===== config.mk =====
export PLATFORM = sky130hd
export DESIGN_NAME = lpm_seq_ctrl
export DESIGN_NICKNAME = d
export VERILOG_FILES = /design/src/rtl/lpm_pkg.sv /design/src/rtl/lpm_rst_sync.sv /design/src/rtl/lpm_wake_edge.sv /design/src/rtl/lpm_settle.sv /design/src/rtl/lpm_seq_ctrl.sv
export SDC_FILE = /design/constraint.sdc
export NUM_CORES = 1
export LEC_CHECK = 0
export ABC_AREA = 0
export BUFFER_PORTS_ARGS = -buffer_cell sky130_fd_sc_hd__buf_2
export CORE_MARGIN = 2
export CORE_UTILIZATION = 35
export CTS_CLUSTER_DIAMETER = 40
export DETAILED_ROUTE_END_ITERATION = 16
export PLACE_DENSITY = 0.75
export SLEW_MARGIN = 25
export SYNTH_ARGS = -nofsm -noshare
export SYNTH_HDL_FRONTEND = slang
export SYNTH_SLANG_ARGS = --single-unit

===== constraint.sdc =====
create_clock -name clk -period 1.2 [get_ports clk]
set_input_delay 0.12 -clock clk [delete_from_list [all_inputs] [get_ports clk]]
set_output_delay 0.12 -clock clk [all_outputs]
set_load 0.02 [all_outputs]

===== src/rtl/lpm_pkg.sv =====
package lpm_pkg;

  typedef enum logic [2:0] {
    ST_RUN    = 3'd0,
    ST_SLEEP  = 3'd1,
    ST_STOP   = 3'd2,
    ST_STBY   = 3'd3,
    ST_SETTLE = 3'd4,
    ST_RSTSEQ = 3'd5
  } lpm_state_e;

  localparam logic [1:0] REQ_SLEEP = 2'b01;
  localparam logic [1:0] REQ_STOP  = 2'b10;
  localparam logic [1:0] REQ_STBY  = 2'b11;

  localparam logic [1:0] REG_MAIN = 2'b00;
  localparam logic [1:0] REG_LOWP = 2'b01;
  localparam logic [1:0] REG_OFF  = 2'b10;

  typedef struct packed {
    logic       cpu_clk;
    logic       dom_clk;
    logic       rc_osc;
    logic       xtal_osc;
    logic       pll;
    logic [1:0] reg_mode;
    logic       core_off;
    logic       core_rst;
  } lpm_ctrl_t;

endpackage


===== src/rtl/lpm_rst_sync.sv =====
module lpm_rst_sync #(
  parameter int unsigned STAGES = 2
) (
  input  logic clk,
  input  logic rst_n,
  output logic rst_n_sync
);
  logic [STAGES-1:0] chain_q;

  always_ff @(posedge clk or negedge rst_n) begin
    if (!rst_n) chain_q <= '0;
    else        chain_q <= {chain_q[STAGES-2:0], 1'b1};
  end

  assign rst_n_sync = chain_q[STAGES-1];
endmodule


===== src/rtl/lpm_wake_edge.sv =====
module lpm_wake_edge #(
  parameter int unsigned SYNC_STAGES = 2
) (
  input  logic clk,
  input  logic rst_n,
  input  logic pin,
  output logic rise
);
  localparam int unsigned MSB = SYNC_STAGES - 1;

  logic [SYNC_STAGES-1:0] sync_q;
  logic                   prev_q;

  always_ff @(posedge clk or negedge rst_n) begin
    if (!rst_n) begin
      sync_q <= '0;
      prev_q <= 1'b0;
    end else begin
      sync_q <= {sync_q[MSB-1:0], pin};
      prev_q <= sync_q[MSB];
    end
  end

  assign rise = sync_q[MSB] & ~prev_q;
endmodule


===== src/rtl/lpm_settle.sv =====
module lpm_settle #(
  parameter bit          USE_READY     = 1'b1,
  parameter int unsigned SETTLE_CYCLES = 16,
  parameter int unsigned SYNC_STAGES   = 2
) (
  input  logic clk,
  input  logic rst_n,
  input  logic active,
  input  logic ready,
  output logic done
);
  generate
    if (USE_READY) begin : g_ready
      localparam int unsigned MSB = SYNC_STAGES - 1;
      logic [SYNC_STAGES-1:0] rdy_q;

      always_ff @(posedge clk or negedge rst_n) begin
        if (!rst_n) rdy_q <= '0;
        else        rdy_q <= {rdy_q[MSB-1:0], ready};
      end

      assign done = active & rdy_q[MSB];
    end else begin : g_count
      localparam int unsigned CW = (SETTLE_CYCLES > 1) ? $clog2(SETTLE_CYCLES) : 1;
      logic [CW-1:0] cnt_q, cnt_d;

      always_comb begin
        cnt_d = cnt_q;
        if (!active)    cnt_d = '0;
        else if (!done) cnt_d = cnt_q + 1'b1;
      end

      always_ff @(posedge clk or negedge rst_n) begin
        if (!rst_n) cnt_q <= '0;
        else        cnt_q <= cnt_d;
      end

      assign done = active & (cnt_q == CW'(SETTLE_CYCLES - 1));
    end
  endgenerate
endmodule


===== src/rtl/lpm_seq_ctrl.sv =====
module lpm_seq_ctrl
  import lpm_pkg::*;
#(
  parameter int unsigned EXT_LINES     = 16,
  parameter int unsigned RST_CYCLES    = 4,
  parameter int unsigned SETTLE_CYCLES = 16,
  parameter bit          USE_READY     = 1'b1,
  parameter int unsigned SYNC_STAGES   = 2
) (
  input  logic                 clk,
  input  logic                 rst_n,
  input  logic                 req_valid,
  input  logic [1:0]           req_mode,
  input  logic                 req_reg_lp,
  input  logic                 clr_sby_flag,
  input  logic                 irq_any,
  input  logic                 evt_any,
  input  logic [EXT_LINES-1:0] ext_line,
  input  logic                 vdet_flag,
  input  logic                 alarm,
  input  logic                 bus_wake,
  input  logic                 wake_pin,
  input  logic                 wdog_rst,
  input  logic                 ext_rst,
  input  logic                 osc_ready,
  output logic                 cpu_clk_en,
  output logic                 dom_clk_en,
  output logic                 rc_osc_en,
  output logic                 xtal_osc_en,
  output logic                 pll_en,
  output logic [1:0]           reg_mode,
  output logic                 core_off,
  output logic                 core_rst,
  output logic                 sby_flag,
  output logic                 aon_clk_en
);
  localparam int unsigned RCW = (RST_CYCLES > 1) ? $clog2(RST_CYCLES) : 1;

  logic rst_n_s;
  logic wake_rise;
  logic settle_done;

  lpm_rst_sync #(.STAGES(SYNC_STAGES)) u_rst_sync (
    .clk       (clk),
    .rst_n     (rst_n),
    .rst_n_sync(rst_n_s)
  );

  lpm_wake_edge #(.SYNC_STAGES(SYNC_STAGES)) u_wake_edge (
    .clk  (clk),
    .rst_n(rst_n_s),
    .pin  (wake_pin),
    .rise (wake_rise)
  );

  lpm_state_e state_q, state_d;
  logic       lp_q, lp_d;
  logic       flag_q, flag_d;
  logic       flag_set;
  logic [RCW-1:0] rcnt_q, rcnt_d;

  lpm_settle #(
    .USE_READY    (USE_READY),
    .SETTLE_CYCLES(SETTLE_CYCLES),
    .SYNC_STAGES  (SYNC_STAGES)
  ) u_settle (
    .clk   (clk),
    .rst_n (rst_n_s),
    .active(state_q == ST_SETTLE),
    .ready (osc_ready),
    .done  (settle_done)
  );

  // Wakeup source groups, one per state
  logic reset_src, sleep_wake, stop_wake, stby_wake;
  assign reset_src  = ext_rst | wdog_rst;
  assign sleep_wake = irq_any | evt_any;
  assign stop_wake  = (|ext_line) | vdet_flag | alarm | bus_wake;
  assign stby_wake  = wake_rise | alarm;

  // Next-state logic
  always_comb begin
    state_d  = state_q;
    lp_d     = lp_q;
    rcnt_d   = rcnt_q;
    flag_set = 1'b0;
    if (state_q != ST_RSTSEQ && reset_src) begin
      state_d  = ST_RSTSEQ;
      rcnt_d   = '0;
      flag_set = (state_q == ST_STBY);
    end else begin
      unique case (state_q)
        ST_RUN: begin
          if (req_valid) begin
            unique case (req_mode)
              REQ_SLEEP: if (!sleep_wake) state_d = ST_SLEEP;
              REQ_STOP: begin
                if (!stop_wake) begin
                  state_d = ST_STOP;
                  lp_d    = req_reg_lp;
                end
              end
              REQ_STBY: if (!stby_wake) state_d = ST_STBY;
              default: ;
            endcase
          end
        end
        ST_SLEEP:  if (sleep_wake)  state_d = ST_RUN;
        ST_STOP:   if (stop_wake)   state_d = ST_SETTLE;
        ST_SETTLE: if (settle_done) state_d = ST_RUN;
        ST_STBY: begin
          if (stby_wake) begin
            state_d  = ST_RSTSEQ;
            rcnt_d   = '0;
            flag_set = 1'b1;
          end
        end
        ST_RSTSEQ: begin
          if (rcnt_q == RCW'(RST_CYCLES - 1)) state_d = ST_RUN;
          else                                rcnt_d  = rcnt_q + 1'b1;
        end
        default: state_d = ST_RUN;
      endcase
    end
    flag_d = flag_set | (flag_q & ~clr_sby_flag);
  end

  // State registers
  always_ff @(posedge clk or negedge rst_n_s) begin
    if (!rst_n_s) begin
      state_q <= ST_RUN;
      lp_q    <= 1'b0;
      flag_q  <= 1'b0;
      rcnt_q  <= '0;
    end else begin
      state_q <= state_d;
      lp_q    <= lp_d;
      flag_q  <= flag_d;
      rcnt_q  <= rcnt_d;
    end
  end

  // Output decode per state
  lpm_ctrl_t ctrl;
  always_comb begin
    ctrl = '{cpu_clk: 1'b1, dom_clk: 1'b1, rc_osc: 1'b1, xtal_osc: 1'b1,
             pll: 1'b1, reg_mode: REG_MAIN, core_off: 1'b0, core_rst: 1'b0};
    unique case (state_q)
      ST_RUN:   ;
      ST_SLEEP: ctrl.cpu_clk = 1'b0;
      ST_STOP: begin
        ctrl.cpu_clk  = 1'b0;
        ctrl.dom_clk  = 1'b0;
        ctrl.rc_osc   = 1'b0;
        ctrl.xtal_osc = 1'b0;
        ctrl.pll      = 1'b0;
        ctrl.reg_mode = lp_q ? REG_LOWP : REG_MAIN;
      end
      ST_SETTLE: begin
        ctrl.cpu_clk = 1'b0;
        ctrl.dom_clk = 1'b0;
      end
      ST_STBY: begin
        ctrl.cpu_clk  = 1'b0;
        ctrl.dom_clk  = 1'b0;
        ctrl.rc_osc   = 1'b0;
        ctrl.xtal_osc = 1'b0;
        ctrl.pll      = 1'b0;
        ctrl.reg_mode = REG_OFF;
        ctrl.core_off = 1'b1;
      end
      ST_RSTSEQ: begin
        ctrl.cpu_clk  = 1'b0;
        ctrl.dom_clk  = 1'b0;
        ctrl.xtal_osc = 1'b0;
        ctrl.pll      = 1'b0;
        ctrl.core_rst = 1'b1;
      end
      default: ;
    endcase
  end

  assign cpu_clk_en  = ctrl.cpu_clk;
  assign dom_clk_en  = ctrl.dom_clk;
  assign rc_osc_en   = ctrl.rc_osc;
  assign xtal_osc_en = ctrl.xtal_osc;
  assign pll_en      = ctrl.pll;
  assign reg_mode    = ctrl.reg_mode;
  assign core_off    = ctrl.core_off;
  assign core_rst    = ctrl.core_rst;
  assign sby_flag    = flag_q;
  assign aon_clk_en  = 1'b1;
endmodule


==> impl_metrics.ini <==
[worst_setup_path]
arrival_ns = 1.85
worstRegToRegCells = 7
cp_max_fo = 6
critPathCaptureType = register
cp.required_ns = 1.43
criticalPathCategory = register to register
worstSetupStartpointType = register

[floorplan]
die_y_um = 52.35
ios = 43
std_cell_rows = 17
die_x_um = 52.35
dieArea_um2 = 2741
start_util_pct = 36.99
coreArea_um2 = 2212

[grt]
grt_overflow = 0
grt_pass1_vias = 1007
grt_pass1_wl_mm = 4.340
grt_max_degree = 13
antenna_found_initial = 0
grt_usage_pct = 21.73

[power_and_ir_drop]
power_mw = 2.777
power_leakage_nw = 0.7768
powerDensity_nw_per_um2 = 1707
peakVddDrop_v = 0.001201

[final_layout]
layout_common_cells = buf_2, buf_6, buf_4
finalInstanceArea_um2 = 1627
num_antenna_cells = 0
instances_no_fill = 184
final_util_pct = 73.53
layout-drive-gt1-share_pct = 71.79
layout.cells.most_common = buf_2
nFillCells = 145
area_growth_pct = 98.78
fin_nets = 193

[routing]
vias = 948
wl_met1_mm = 1.075
drcViolationCount = 0
wire_per_inst_um = 16.26
wl_met3_um = 122
drtAntennaViolNets = 0
dr_wl_met2_mm = 1.759
drt_iter0_markers = 22
routed_wirelength_mm = 2.991
drt_first_pass_iters = 4
maxUsedRoutingLayer = met4
routed_via_density = 5.152

[clock_tree]
clockBufferDepth = 2
clk_pin_slew_ns = 0.09
root_buffer = clkbuf_4
cts_buffers = 3
clock-sinks = 14
cts_tree = built
htree_levels = 1
clock_latency_ns = 0.29

[hold_path]
hold_path_depth = 2
hold_class = input port to register

[timing]
finClkSkew_ns = 0.01262
setup_viol = 16
rsz0062_at_grt = yes
finalHoldViolCount = 0
fmax_ghz = 0.6159
period_needed_ns = 1.624
fin_crit_sh_pct = 135.3
slew_violations = 0
worst_slack_ns = -0.4237
hold_ws_ns = 0.01320

[synthesis]
netlist_area_um2 = 818.3
yosysWarnings = 0
yosysUniqueCellTypes = 36
synth_edf_count = 0
yosysSeqAreaShare_pct = 42.81
ys.flop_type = dfrtp_1
netlist_instances = 85
synth_area_per_cell_um2 = 9.627
async_flop_share_pct = 100.0
ys_seq_elements = 14

[placement]
place_inst = 168
io_buffers = 41
place_area_um2 = 1181
gp_congestion = 0.8601
dpl.hpwl_mm = 1.718

[run_status]
violations = setup timing
status = finished, violations left

[run]
drv_cap = 0
[cell families after synthesis]
group | count (synthesis) | synth area share (%)
AO/OA/AOI/OAI | 18 | 14.07
adder cells (fa/ha/maj) | 4 | 6.116
buffers and inverters | 12 | 7.339
flip-flops | 14 | 42.81
multiplexers | 5 | 6.575
other | 1 | 0.4583
AND/OR/NAND/NOR | 31 | 22.63
[area by class of cell]
cell class | instances | area, µm² | area share, %
Timing Repair Buffer | 71 | 544.3 | 33.46
Sequential cell | 14 | 354.1 | 21.77
Clock buffer | 4 | 36.28 | 2.231
Multi-Input combinational cell | 60 | 623.1 | 38.31
Tap cell | 28 | 35.03 | 2.154
Inverter | 7 | 33.78 | 2.077
[worst max-delay path, cell delays in order, from the launching register on]
cell	delay, ns
dfrtp_2	0.45
buf_6	0.13
nor3_4	0.04
and2_4	0.15
nand2_2	0.08
mux2i_4	0.07
or4_1	0.54
nand2_1	0.09
[registers in the layout (all words and copies together), names as in the netlist]
| register | count |
|---|---|
| lp_q | 1 |
| rcnt_q | 2 |
| sby_flag | 1 |
| state_q | 3 |
| u_rst_sync.chain_q | 2 |
| u_settle.g_ready.rdy_q | 2 |
| u_wake_edge.prev_q | 1 |
| u_wake_edge.sync_q | 2 |
[path summary, 6_finish.rpt]
| kind | start | end | slack (ns) |
|---|---|---|---|
| max | state_q[2] | state_q[2] | -0.42 |
| min | clr_sby_flag | sby_flag | 0.01 |
| max reg2reg | state_q[2] | state_q[2] | -0.42 |
| min reg2reg | u_rst_sync.chain_q[1] | sby_flag | 0.20 |
| max in group asynchronous | u_rst_sync.chain_q[1] | state_q[1] | 0.63 |
| min in group asynchronous | rst_n | u_rst_sync.chain_q[1] | 0.13 |
[power breakdown]
group / internal [mW] / switching, mW
registers: 0.558 / 0.117
logic: 0.962 / 0.792
clock network: 0.185 / 0.163
[synthesized netlist by cell type (2+ instances only)]
master   count  share of area (%)
nor4_1       5                3.8
dfrtp_1     14                 43
mux2i_1      2                2.4
o21ai_0      4                2.4
buf_4        4                3.7
or3_1        2                1.5
inv_1        6                2.8
o21ai_1      2                1.2
a21oi_1      3                1.8
nor2b_1      3                2.3
ha_1         4                6.1
and2_1       2                1.5
nor2_1       5                2.3
nand4_1      2                1.5
mux2_2       2                2.8
nand2_1      5                2.3
[per-stage QoR]
| stage | setup TNS (ns) | worst slack [ns] |
|---|---|---|
| floorplan | -1.894 | -0.3069 |
| global placement | -2.429 | -0.3516 |
| detailed placement | -2.879 | -0.4282 |
| CTS | -4.162 | -0.3576 |
| global route | -6.201 | -0.4893 |
| finish | -5.233 | -0.4237 |
[repair_timing]
| action | CTS | global route |
|---|---|---|
| setup buffers | 6 | 3 |
| pin swaps | 6 | 11 |
| resized for setup | 43 | 30 |
| setup endpoints to repair | 16 | 16 |
| endpoints found under the hold margin | 4 | 0 |
| hold buffers | 3 | 0 |
| gates cloned | 0 | 0 |
[metal layers]
| layer | up-vias | track usage (%) |
|---|---|---|
| met5 | - | 0 |
| met4 | 0 | 5.983 |
| met3 | 4 | 4.571 |
| met2 | 27 | 43.13 |
| met1 | 476 | 22.34 |
| li1 | 441 | - |
No activity file was read; power rests on OpenSTA's default activity.
